File: config.mk
export PLATFORM = sky130hd
export DESIGN_NAME = i2c_scl_pacer
export DESIGN_NICKNAME = d
export VERILOG_FILES = /design/src/rtl/scl_pacer_pkg.sv /design/src/rtl/scl_phase_timer.sv /design/src/rtl/scl_line_qual.sv /design/src/rtl/scl_pacer_fsm.sv /design/src/rtl/i2c_scl_pacer.sv
export SDC_FILE = /design/constraint.sdc
export NUM_CORES = 1
export LEC_CHECK = 0
export BUFFER_PORTS_ARGS = -buffer_cell sky130_fd_sc_hd__buf_2
export CAP_MARGIN = 25
export CORE_ASPECT_RATIO = 0.75
export CORE_MARGIN = 5
export CORE_UTILIZATION = 51
export DETAILED_ROUTE_END_ITERATION = 8
export GPL_TIMING_DRIVEN = 1
export PLACE_DENSITY = 0.75
export SLEW_MARGIN = 20
export SYNTH_ARGS = -nofsm -noshare
export SYNTH_HDL_FRONTEND = slang
export SYNTH_HIERARCHICAL = 1
export SYNTH_SLANG_ARGS = --single-unit
File: constraint.sdc
create_clock -name clk -period 5.5 [get_ports clk]
set_input_delay 1.375 -clock clk [delete_from_list [all_inputs] [get_ports clk]]
set_output_delay 1.375 -clock clk [all_outputs]
set_load 0.01 [all_outputs]
File: src/rtl/scl_pacer_pkg.sv
package scl_pacer_pkg;

  typedef enum logic [1:0] {
    OP_BIT     = 2'd0,
    OP_START   = 2'd1,
    OP_RESTART = 2'd2,
    OP_STOP    = 2'd3
  } scl_op_e;

  typedef enum logic [2:0] {
    ST_IDLE,    // bus free, SCL released
    ST_HOLD,    // between commands, SCL held low
    ST_LOW,     // timed low phase
    ST_WAITHI,  // SCL released, waiting to see the line high
    ST_HIGH,    // timed high phase
    ST_SWAIT,   // start requested, waiting for a free line
    ST_SHOLD    // start hold: SDA low, SCL high
  } scl_st_e;

endpackage

File: src/rtl/scl_phase_timer.sv
module scl_phase_timer #(
  parameter int CW = 8
) (
  input  logic          clk,
  input  logic          rst,
  input  logic          load,
  input  logic [CW-1:0] len,
  output logic          expired
);
  localparam logic [CW-1:0] ONE = CW'(1);

  logic [CW-1:0] cnt;

  always_ff @(posedge clk) begin
    if (rst) begin
      cnt <= '0;
    end else if (load) begin
      cnt <= (len == '0) ? '0 : len - ONE;
    end else if (cnt != '0) begin
      cnt <= cnt - ONE;
    end
  end

  assign expired = (cnt == '0);

  // a zero length gives a one-cycle phase
  a_r10_zero_len: assert property (@(posedge clk) disable iff (rst)
    (load && len == '0) |=> expired);

endmodule

File: src/rtl/scl_line_qual.sv
module scl_line_qual (
  input  logic sync_en,
  input  logic scl_in,
  output logic wait_line,
  output logic hi_ok,
  output logic cut
);
  // after a release, a synchronized pacer must see the line before timing
  assign wait_line = sync_en;
  // line counts as high when it is really high, or when it is ignored
  assign hi_ok     = !sync_en || scl_in;
  // another device pulled SCL low while this pacer released it
  assign cut       = sync_en && !scl_in;
endmodule

File: src/rtl/scl_pacer_fsm.sv
module scl_pacer_fsm
  import scl_pacer_pkg::*;
(
  input  logic    clk,
  input  logic    rst,
  input  logic    cmd_valid,
  input  scl_op_e cmd_op,
  input  logic    wait_line,
  input  logic    hi_ok,
  input  logic    cut,
  input  logic    tmr_exp,
  output logic    tmr_load,
  output logic    tmr_hi,
  output logic    scl_pull,
  output logic    busy,
  output logic    done,
  output logic    sda_chg,
  output logic    sda_smp,
  output logic    sda_start,
  output logic    sda_stop
);
  scl_st_e st, st_n;
  scl_op_e op_q, op_n;
  logic    accept;
  logic    done_n, chg_n, smp_n, start_n, stop_n;

  assign accept = cmd_valid &&
                  (((st == ST_IDLE) && (cmd_op == OP_START)) ||
                   ((st == ST_HOLD) && (cmd_op != OP_START)));

  always_comb begin
    st_n     = st;
    op_n     = op_q;
    tmr_load = 1'b0;
    tmr_hi   = 1'b0;
    done_n   = 1'b0;
    chg_n    = 1'b0;
    smp_n    = 1'b0;
    start_n  = 1'b0;
    stop_n   = 1'b0;
    unique case (st)
      ST_IDLE: begin
        if (accept) begin
          op_n = OP_START;
          if (hi_ok) begin
            st_n     = ST_SHOLD;
            tmr_load = 1'b1;
            tmr_hi   = 1'b1;
            start_n  = 1'b1;
          end else begin
            st_n = ST_SWAIT;
          end
        end
      end
      ST_SWAIT: begin
        if (hi_ok) begin
          st_n     = ST_SHOLD;
          tmr_load = 1'b1;
          tmr_hi   = 1'b1;
          start_n  = 1'b1;
        end
      end
      ST_SHOLD: begin
        if (tmr_exp) begin
          st_n   = ST_HOLD;
          done_n = 1'b1;
        end
      end
      ST_HOLD: begin
        if (accept) begin
          op_n     = cmd_op;
          st_n     = ST_LOW;
          tmr_load = 1'b1;
          chg_n    = 1'b1;
        end
      end
      ST_LOW: begin
        if (tmr_exp) begin
          if (wait_line) begin
            st_n = ST_WAITHI;
          end else begin
            st_n     = ST_HIGH;
            tmr_load = 1'b1;
            tmr_hi   = 1'b1;
            smp_n    = (op_q == OP_BIT);
          end
        end
      end
      ST_WAITHI: begin
        if (hi_ok) begin
          st_n     = ST_HIGH;
          tmr_load = 1'b1;
          tmr_hi   = 1'b1;
          smp_n    = (op_q == OP_BIT);
        end
      end
      ST_HIGH: begin
        if (cut) begin
          st_n   = ST_HOLD;
          done_n = 1'b1;
        end else if (tmr_exp) begin
          unique case (op_q)
            OP_STOP: begin
              st_n   = ST_IDLE;
              stop_n = 1'b1;
              done_n = 1'b1;
            end
            OP_RESTART: begin
              st_n     = ST_SHOLD;
              tmr_load = 1'b1;
              tmr_hi   = 1'b1;
              start_n  = 1'b1;
            end
            default: begin
              st_n   = ST_HOLD;
              done_n = 1'b1;
            end
          endcase
        end
      end
      default: st_n = ST_IDLE;
    endcase
  end

  always_ff @(posedge clk) begin
    if (rst) begin
      st        <= ST_IDLE;
      op_q      <= OP_BIT;
      scl_pull  <= 1'b0;
      busy      <= 1'b0;
      done      <= 1'b0;
      sda_chg   <= 1'b0;
      sda_smp   <= 1'b0;
      sda_start <= 1'b0;
      sda_stop  <= 1'b0;
    end else begin
      st        <= st_n;
      op_q      <= op_n;
      scl_pull  <= (st_n == ST_HOLD) || (st_n == ST_LOW);
      busy      <= !((st_n == ST_IDLE) || (st_n == ST_HOLD));
      done      <= done_n;
      sda_chg   <= chg_n;
      sda_smp   <= smp_n;
      sda_start <= start_n;
      sda_stop  <= stop_n;
    end
  end

  // a low line during a timed high phase ends it in the next cycle
  a_r4_cut_high: assert property (@(posedge clk) disable iff (rst)
    (st == ST_HIGH && cut) |=> (scl_pull && done));

  // a held-low line keeps the pacer waiting with SCL released
  a_r3_stretch_wait: assert property (@(posedge clk) disable iff (rst)
    (st == ST_WAITHI && !hi_ok) |=> (st == ST_WAITHI && !scl_pull));

  // commands other than start are ignored while idle
  a_r9_idle_ignore: assert property (@(posedge clk) disable iff (rst)
    (st == ST_IDLE && cmd_valid && cmd_op != OP_START) |=> (st == ST_IDLE && !busy));

  // the stop strobe leaves SCL released and the pacer free
  a_r6_stop_free: assert property (@(posedge clk) disable iff (rst)
    sda_stop |-> (!scl_pull && !busy));

  // never two SDA strobes in one cycle
  a_r8_one_strobe: assert property (@(posedge clk) disable iff (rst)
    $onehot0({sda_chg, sda_smp, sda_start, sda_stop}));

endmodule

File: src/rtl/i2c_scl_pacer.sv
module i2c_scl_pacer
  import scl_pacer_pkg::*;
#(
  parameter int CW = 8
) (
  input  logic          clk,
  input  logic          rst,
  input  logic [CW-1:0] hi_len,
  input  logic [CW-1:0] lo_len,
  input  logic          sync_en,
  input  logic          scl_in,
  input  logic          cmd_valid,
  input  logic [1:0]    cmd_op,
  output logic          scl_pull,
  output logic          busy,
  output logic          done,
  output logic          sda_chg,
  output logic          sda_smp,
  output logic          sda_start,
  output logic          sda_stop
);
  logic          wait_line, hi_ok, cut;
  logic          tmr_load, tmr_hi, tmr_exp;
  logic [CW-1:0] tmr_len;

  assign tmr_len = tmr_hi ? hi_len : lo_len;

  scl_line_qual u_line (
    .sync_en   (sync_en),
    .scl_in    (scl_in),
    .wait_line (wait_line),
    .hi_ok     (hi_ok),
    .cut       (cut)
  );

  scl_phase_timer #(.CW(CW)) u_timer (
    .clk     (clk),
    .rst     (rst),
    .load    (tmr_load),
    .len     (tmr_len),
    .expired (tmr_exp)
  );

  scl_pacer_fsm u_fsm (
    .clk       (clk),
    .rst       (rst),
    .cmd_valid (cmd_valid),
    .cmd_op    (scl_op_e'(cmd_op)),
    .wait_line (wait_line),
    .hi_ok     (hi_ok),
    .cut       (cut),
    .tmr_exp   (tmr_exp),
    .tmr_load  (tmr_load),
    .tmr_hi    (tmr_hi),
    .scl_pull  (scl_pull),
    .busy      (busy),
    .done      (done),
    .sda_chg   (sda_chg),
    .sda_smp   (sda_smp),
    .sda_start (sda_start),
    .sda_stop  (sda_stop)
  );

  // cycle after reset is quiet
  a_r1_reset_quiet: assert property (@(posedge clk)
    rst |=> (!scl_pull && !busy && !done));

endmodule

# Yosys cells after proc, flatten, opt, wreduce, memory -nomap -nowiden
# Index checks and enable logic that the tools add are counted.
# word_totals
regBits	20
latch_bits	0
ram_bits	0
rom_bits	0
inputBits	23
output_inout_bits	7
word_cells	92
n_memories	0
# classes
add_sub_neg	2
mul	0
div	0
magnitude_cmp	0
n_eq_ne	14
shift	0
n_mux	40
bitwise_logic	3
reduce_logical	23
# ops
operator	n
two-way mux 8 bit	4
two-way mux 3 bit	9
case mux 3 bit (7 select lines)	1
zero test 8 bit	2
two-way mux 1 bit	16
subtractor 8 x 1 -> 8 bit (second input constant)	2
== test 3 x 2 -> 1 bit (second input constant)	3
== test 3 bit (second input constant)	3
nonzero test 8 bit	1
== test 3 x 1 -> 1 bit (second input constant)	2
zero test 3 bit	2
two-way mux 2 bit	3
inequality test 2 x 1 -> 1 bit (second input constant)	3
case mux 3 bit (2 select lines)	1
case mux 1 bit (5 select lines)	1
== test 2 bit (second input constant)	2
logical AND 1 bit	4
logical OR 1 bit	4
case mux 1 bit (2 select lines)	2
case mux 1 bit (4 select lines)	1
case mux 2 bit (2 select lines)	1
nonzero test 2 bit	2
OR reduction 2 bit	2
OR reduction 4 bit	1
6 further kinds	10

# Logic depth before layout (Yosys ltp)
# depth
word_depth	10
mapped_depth	18
mapped_depth_nobuf	16

# Modules after synthesis
# Netlist, hierarchy kept.
# modules_own_cells
module	instances	cells_per_inst	area_per_inst_um2	seq_area_each_um2
scl_pacer_fsm	1	84	716.9	240.2
scl_phase_timer	1	72	601.8	160.2
i2c_scl_pacer	1	9	131.4	0.0
scl_line_qual	1	3	20.0	0.0

# Worst setup path after synthesis
# No wires, ideal clock.
# synth_timing
path_type	in2reg
from	input port cmd_op[1]
to	register u_timer.cnt[7]
setup_ns	0.127
t_arrival_ns	3.540
required_time_ns	5.373
slack_ns	1.833
path_stages	11
n_path_buf	1
path_cell_list	and2b_1 > nand3_1 > a21oi_1 > a21oi_1 > nand2_1 > buf_6 > mux2_4 > nor4_1 > a21boi_0 > a311oi_1 > a211oi_1
# synth_between
elab_chain_len	10
elab_cells_between_ends	16
cone_classes	add/sub: 1; eq/ne: 2; mux: 7; reduce/logical: 6
# synth_lines
element	line_no	source
start, declared	i2c_scl_pacer.sv:13	input logic [1:0] cmd_op,
== test 2 x 1 -> 1 bit or inequality test 2 x 1 -> 1 bit (tied branches)	scl_pacer_fsm.sv:28, scl_pacer_fsm.sv:29	
logical AND 1 bit (on tied branches)	scl_pacer_fsm.sv:28, scl_pacer_fsm.sv:29	
logical OR 1 bit (*)	scl_pacer_fsm.sv:28	(((st == ST_IDLE) && (cmd_op == OP_START)) ||
logical AND 1 bit (*)	scl_pacer_fsm.sv:27	assign accept = cmd_valid &&
two-way mux 1 bit (*)	scl_pacer_fsm.sv:43	if (accept) begin
case mux 1 bit (4 select lines) (*)	scl_pacer_fsm.sv:41	unique case (st)
via tmr_hi	i2c_scl_pacer.sv:23	logic tmr_load, tmr_hi, tmr_exp;
two-way mux 8 bit (*)	i2c_scl_pacer.sv:26	assign tmr_len = tmr_hi ? hi_len : lo_len;
via tmr_len[4]	i2c_scl_pacer.sv:24	logic [CW-1:0] tmr_len;
subtractor 8 x 1 -> 8 bit or zero test 8 bit (tied branches)	scl_phase_timer.sv:18	cnt <= (len == '0) ? '0 : len - ONE;
two-way mux 8 bit (*)	scl_phase_timer.sv:18	
two-way mux 8 bit (*)	scl_phase_timer.sv:17	end else if (load) begin
end signal, assigned	scl_phase_timer.sv:18	
end signal, assigned	scl_phase_timer.sv:20	cnt <= cnt - ONE;
end, declared	scl_phase_timer.sv:12	logic [CW-1:0] cnt;
# The timed path passes the listed nets; every way through them passes the cells marked *.
# A chain may end at the register's enable or synchronous reset.

# Worst setup path in the final report
# layout_timing
from	register u_timer.cnt[0]
to	register u_timer.cnt[7]
# layout_between
elab_chain_len	8
elab_cells_between_ends	15
cone_classes	add/sub: 2; mux: 9; reduce/logical: 4
# layout_lines
element	line_no	source
zero test 8 bit (*)	scl_phase_timer.sv:24	assign expired = (cnt == '0);
via tmr_exp	i2c_scl_pacer.sv:23	
two-way mux 1 bit	scl_pacer_fsm.sv:101	end else if (tmr_exp) begin
two-way mux 1 bit	scl_pacer_fsm.sv:98	if (cut) begin
case mux 1 bit (4 select lines) (*)	scl_pacer_fsm.sv:41	
via tmr_hi	i2c_scl_pacer.sv:23	
two-way mux 8 bit (*)	i2c_scl_pacer.sv:26	
via tmr_len[4]	i2c_scl_pacer.sv:24	
subtractor 8 x 1 -> 8 bit or zero test 8 bit (tied branches)	scl_phase_timer.sv:18	
two-way mux 8 bit (*)	scl_phase_timer.sv:18	
two-way mux 8 bit (*)	scl_phase_timer.sv:17	
# The timed path passes the listed nets; every way through them passes the cells marked *. The select of a mux whose other input is x is not followed.

==> impl_results.md <==
* DPL Wire Length at between 2000 and 3000 microns
* Worst hold-check path type: reg2reg
* CP Max Fanout at 13
* Area after DPL at 1610 sq um
* Design area at about 1700 sq um
* Post-synth EDFFs at 0
* Netlist Area Pre-Place at approximately 1500 sq um
* Setup Crit Path Kind: reg2reg
* Minimum clock period at 4.227 ns
* Multiplexer share of the synthesized area at 0.08851
* Nets at 222
* Worst-path clk slew at 0.08 ns
* Util after Layout at 0.6269
* Largest net degree at the start of global routing at 18
* Routed Antenna Nets at 0
* Initial antenna violation count at 0
* Compound-Gate Fraction of Synth Area at 0.2145
* Final Hold Viols at 0
* Synth warn at 6
* Detailed-routed wire length on met3 at ~290 microns
* Dominant cell type by area after synthesis: dfxtp_1
* Total CTS buffers at 3
* P_leak at around 0.72 nW
* Hold Buf Count CTS at 0
* Post-Synth XOR/XNOR Area at 0.05362
* Synth Instances at about 170
* Register area share after synthesis at 0.2723
* DRC viols at 0
* Max Slew Vio Count at 0
* Clk sinks at 20
* Ratio of cells with drive above 1 in the final layout at 0.2923
* Post-synthesis cell type count at 57
* Crit path launch type: register
* Number of port buffers at 29
* DR top layer: met4
* Rel. slew slack at 0.5470
* P&R area growth vs syn at 14.38%
* Die width at 72.00 microns
* Final WL at 3141 microns
* Die Y at 56.50 microns
* Wirelength per Cell at ~14 microns
* Metal-1 WL at 1577 microns
* Max-cap viol count at 0
* Placed cells at 227
* Global Route Usage Sum at 0.1617
* Starting density of the core at 0.5480
* Main combinational cell family by area after synthesis: simple AND/OR/NAND/NOR gates
* DR vias at roughly 1300
* Synth Area in Adders at 0.02553
* Core area at 2683 sq um
* Syn nets at roughly 190
* Vias in the first global route at between 1000 and 1500
* Post-CTS Resized at 0
* Post-synth top area share at 0.2723
* Ports at 30
* PD cells at between 300 and 400 nW/um^2
* CTS tree: built
* CTS Buffer Depth at 2
* Site Rows at 16
* N_diodes at 0
* H-tree depth at 1
* GRT Residual Overflow at 0
* Most common cell after layout, fill and taps aside: buf_2
* Synth Register Bits at 20
* Drt pass-1 iters at 4
* Final critical-path share of the clock period at 0.7686
* Die Area at between 4000 and 5000 sq um
* Setup TNS at 0 ns
* Global-route wire length before repair at 5368 microns
* Mean Syn Cell Area at around 9 sq um
* Layout Skew at 0.001863 ns
* Via density at between 5 and 6
* Simple-gate share of the synthesized area at 0.2809
* Skew-Pair Late Insertion Delay at about 0.26 ns
* RSZ-0062 raised after global routing: false
* Initial drt markers at 98
* Worst hold slack at about 0.52 ns
* WL met2 at 1252 microns
* Status: finished, final reports clean
* GPL Wtd Cong at between 0.8 and 0.9
* VDD IR max at ~160 uV
* Endpoints failing setup at 0
* Most frequent cells in the layout: 29 x buf_2, 20 x dfxtp_1, 17 x nor2_1
* Kind of end point of the critical path: register
* Highest Clock Rate at roughly 0.24 GHz
* Async SR Flop Fraction at 0
* Postcts setup bufs at 0
* Top_reg_cell synth: dfxtp_1
* WP data arrival at around 4.4 ns
* Largest cells by area after synthesis: dfxtp_1 27%, mux2_4 8.2%, nor2_1 4.3%, xnor2_1 3.6%, nor3_1 3.1%
* Final Non-Filler Cells at around 230
* Slew @ Worst Pin at around 0.68 ns
* Clk root buf: clkbuf_8
* CP Data Required Time at around 5.7 ns
[per-layer routing]
layer | vias to the layer above | GRT usage
li1 | 659 | -
met1 | 566 | 0.2358
met2 | 53 | 0.2304
met3 | 5 | 0.05169
met4 | 0 | 0.03217
met5 | - | 0
[cell families (layout without fill, tap and decap cells)]
logic type	after synthesis	in the layout
and+or+nand+nor	69	69
AOI/OAI and AO/OA	40	40
DFF	20	20
buffers and inverters	18	45
xor gates and xnor gates	9	9
muxes	9	9
adders and majority gates	3	3
[power breakdown]
| group | internal (W) | switching (W) | leakage [nW] | total, W |
|---|---|---|---|---|
| clock | 0.0000972 | 0.0000513 | 0.0357 | 0.000149 |
| sequential | 0.000172 | 0.0000344 | 0.163 | 0.000206 |
| combinational | 0.000128 | 0.000146 | 0.520 | 0.000274 |
| total | 0.000397 | 0.000232 | 0.719 | 0.000629 |
[flip-flops by register name, summed over array words and instances (netlist names)]
register / flops
u_fsm/sda_smp: 1
u_fsm/sda_stop: 1
u_fsm/sda_start: 1
u_fsm/st: 3
u_fsm/busy: 1
u_timer/cnt: 8
u_fsm/done: 1
u_fsm/scl_pull: 1
u_fsm/op_q: 2
u_fsm/sda_chg: 1
[cell usage after synthesis (3+ instances only)]
master / count
dfxtp_1: 20
nor2_1: 17
inv_1: 11
nand2_1: 9
nor3_1: 9
a21oi_1: 8
mux2_4: 8
nand2b_1: 7
xnor2_1: 6
nor3b_1: 5
o21ai_0: 5
a311oi_1: 3
buf_6: 3
ha_1: 3
xor2_1: 3
[critical path, stage by stage, from the launching register on]
cell      delay [ns]
dfxtp_1         0.34
inv_1           0.07
ha_1            0.18
nor3b_1         0.58
nand2_1         0.19
inv_1           0.35
or3b_1          0.39
a21o_1          0.23
nand2_1         0.36
mux2_4          0.36
nor4_1          0.52
a21boi_0        0.17
a311oi_1        0.29
a211oi_1        0.08
[through the flow]
| stage | setup slack, ns | power (W) |
|---|---|---|
| 2_1_floorplan | 1.833 | 0.0004259 |
| 3_3_place_gp | 1.255 | 0.0004698 |
| 3_5_place_dp | 1.178 | 0.0004791 |
| 4_1_cts | 1.261 | 0.0006288 |
| 5_1_grt | 0.8803 | 0.0006703 |
| 6_report | 1.273 | 0.0006290 |
[path summary, 6_finish.rpt]
kind | depth (start not counted) | to | slack, ns | startpoint
worst min register to register | 2 | u_timer/cnt[1] | 0.52 | u_timer/cnt[1]
worst min-delay path | 2 | u_timer/cnt[1] | 0.52 | u_timer/cnt[1]
worst max register to register | 13 | u_timer/cnt[7] | 1.27 | u_timer/cnt[0]
worst max-delay path | 13 | u_timer/cnt[7] | 1.27 | u_timer/cnt[0]
[layout make-up]
type                            instances  area [sq um]
Sequential cell                        20         400.4
Fill cell                             247          1001
Timing Repair Buffer                   29         145.1
Multi-Input combinational cell        130         974.7
Tap cell                               36         45.04
Clock buffer                            3         41.29
Inverter                               12         45.04
Clock inverter                          1         30.03
No activity file was read; power rests on OpenSTA's default activity.
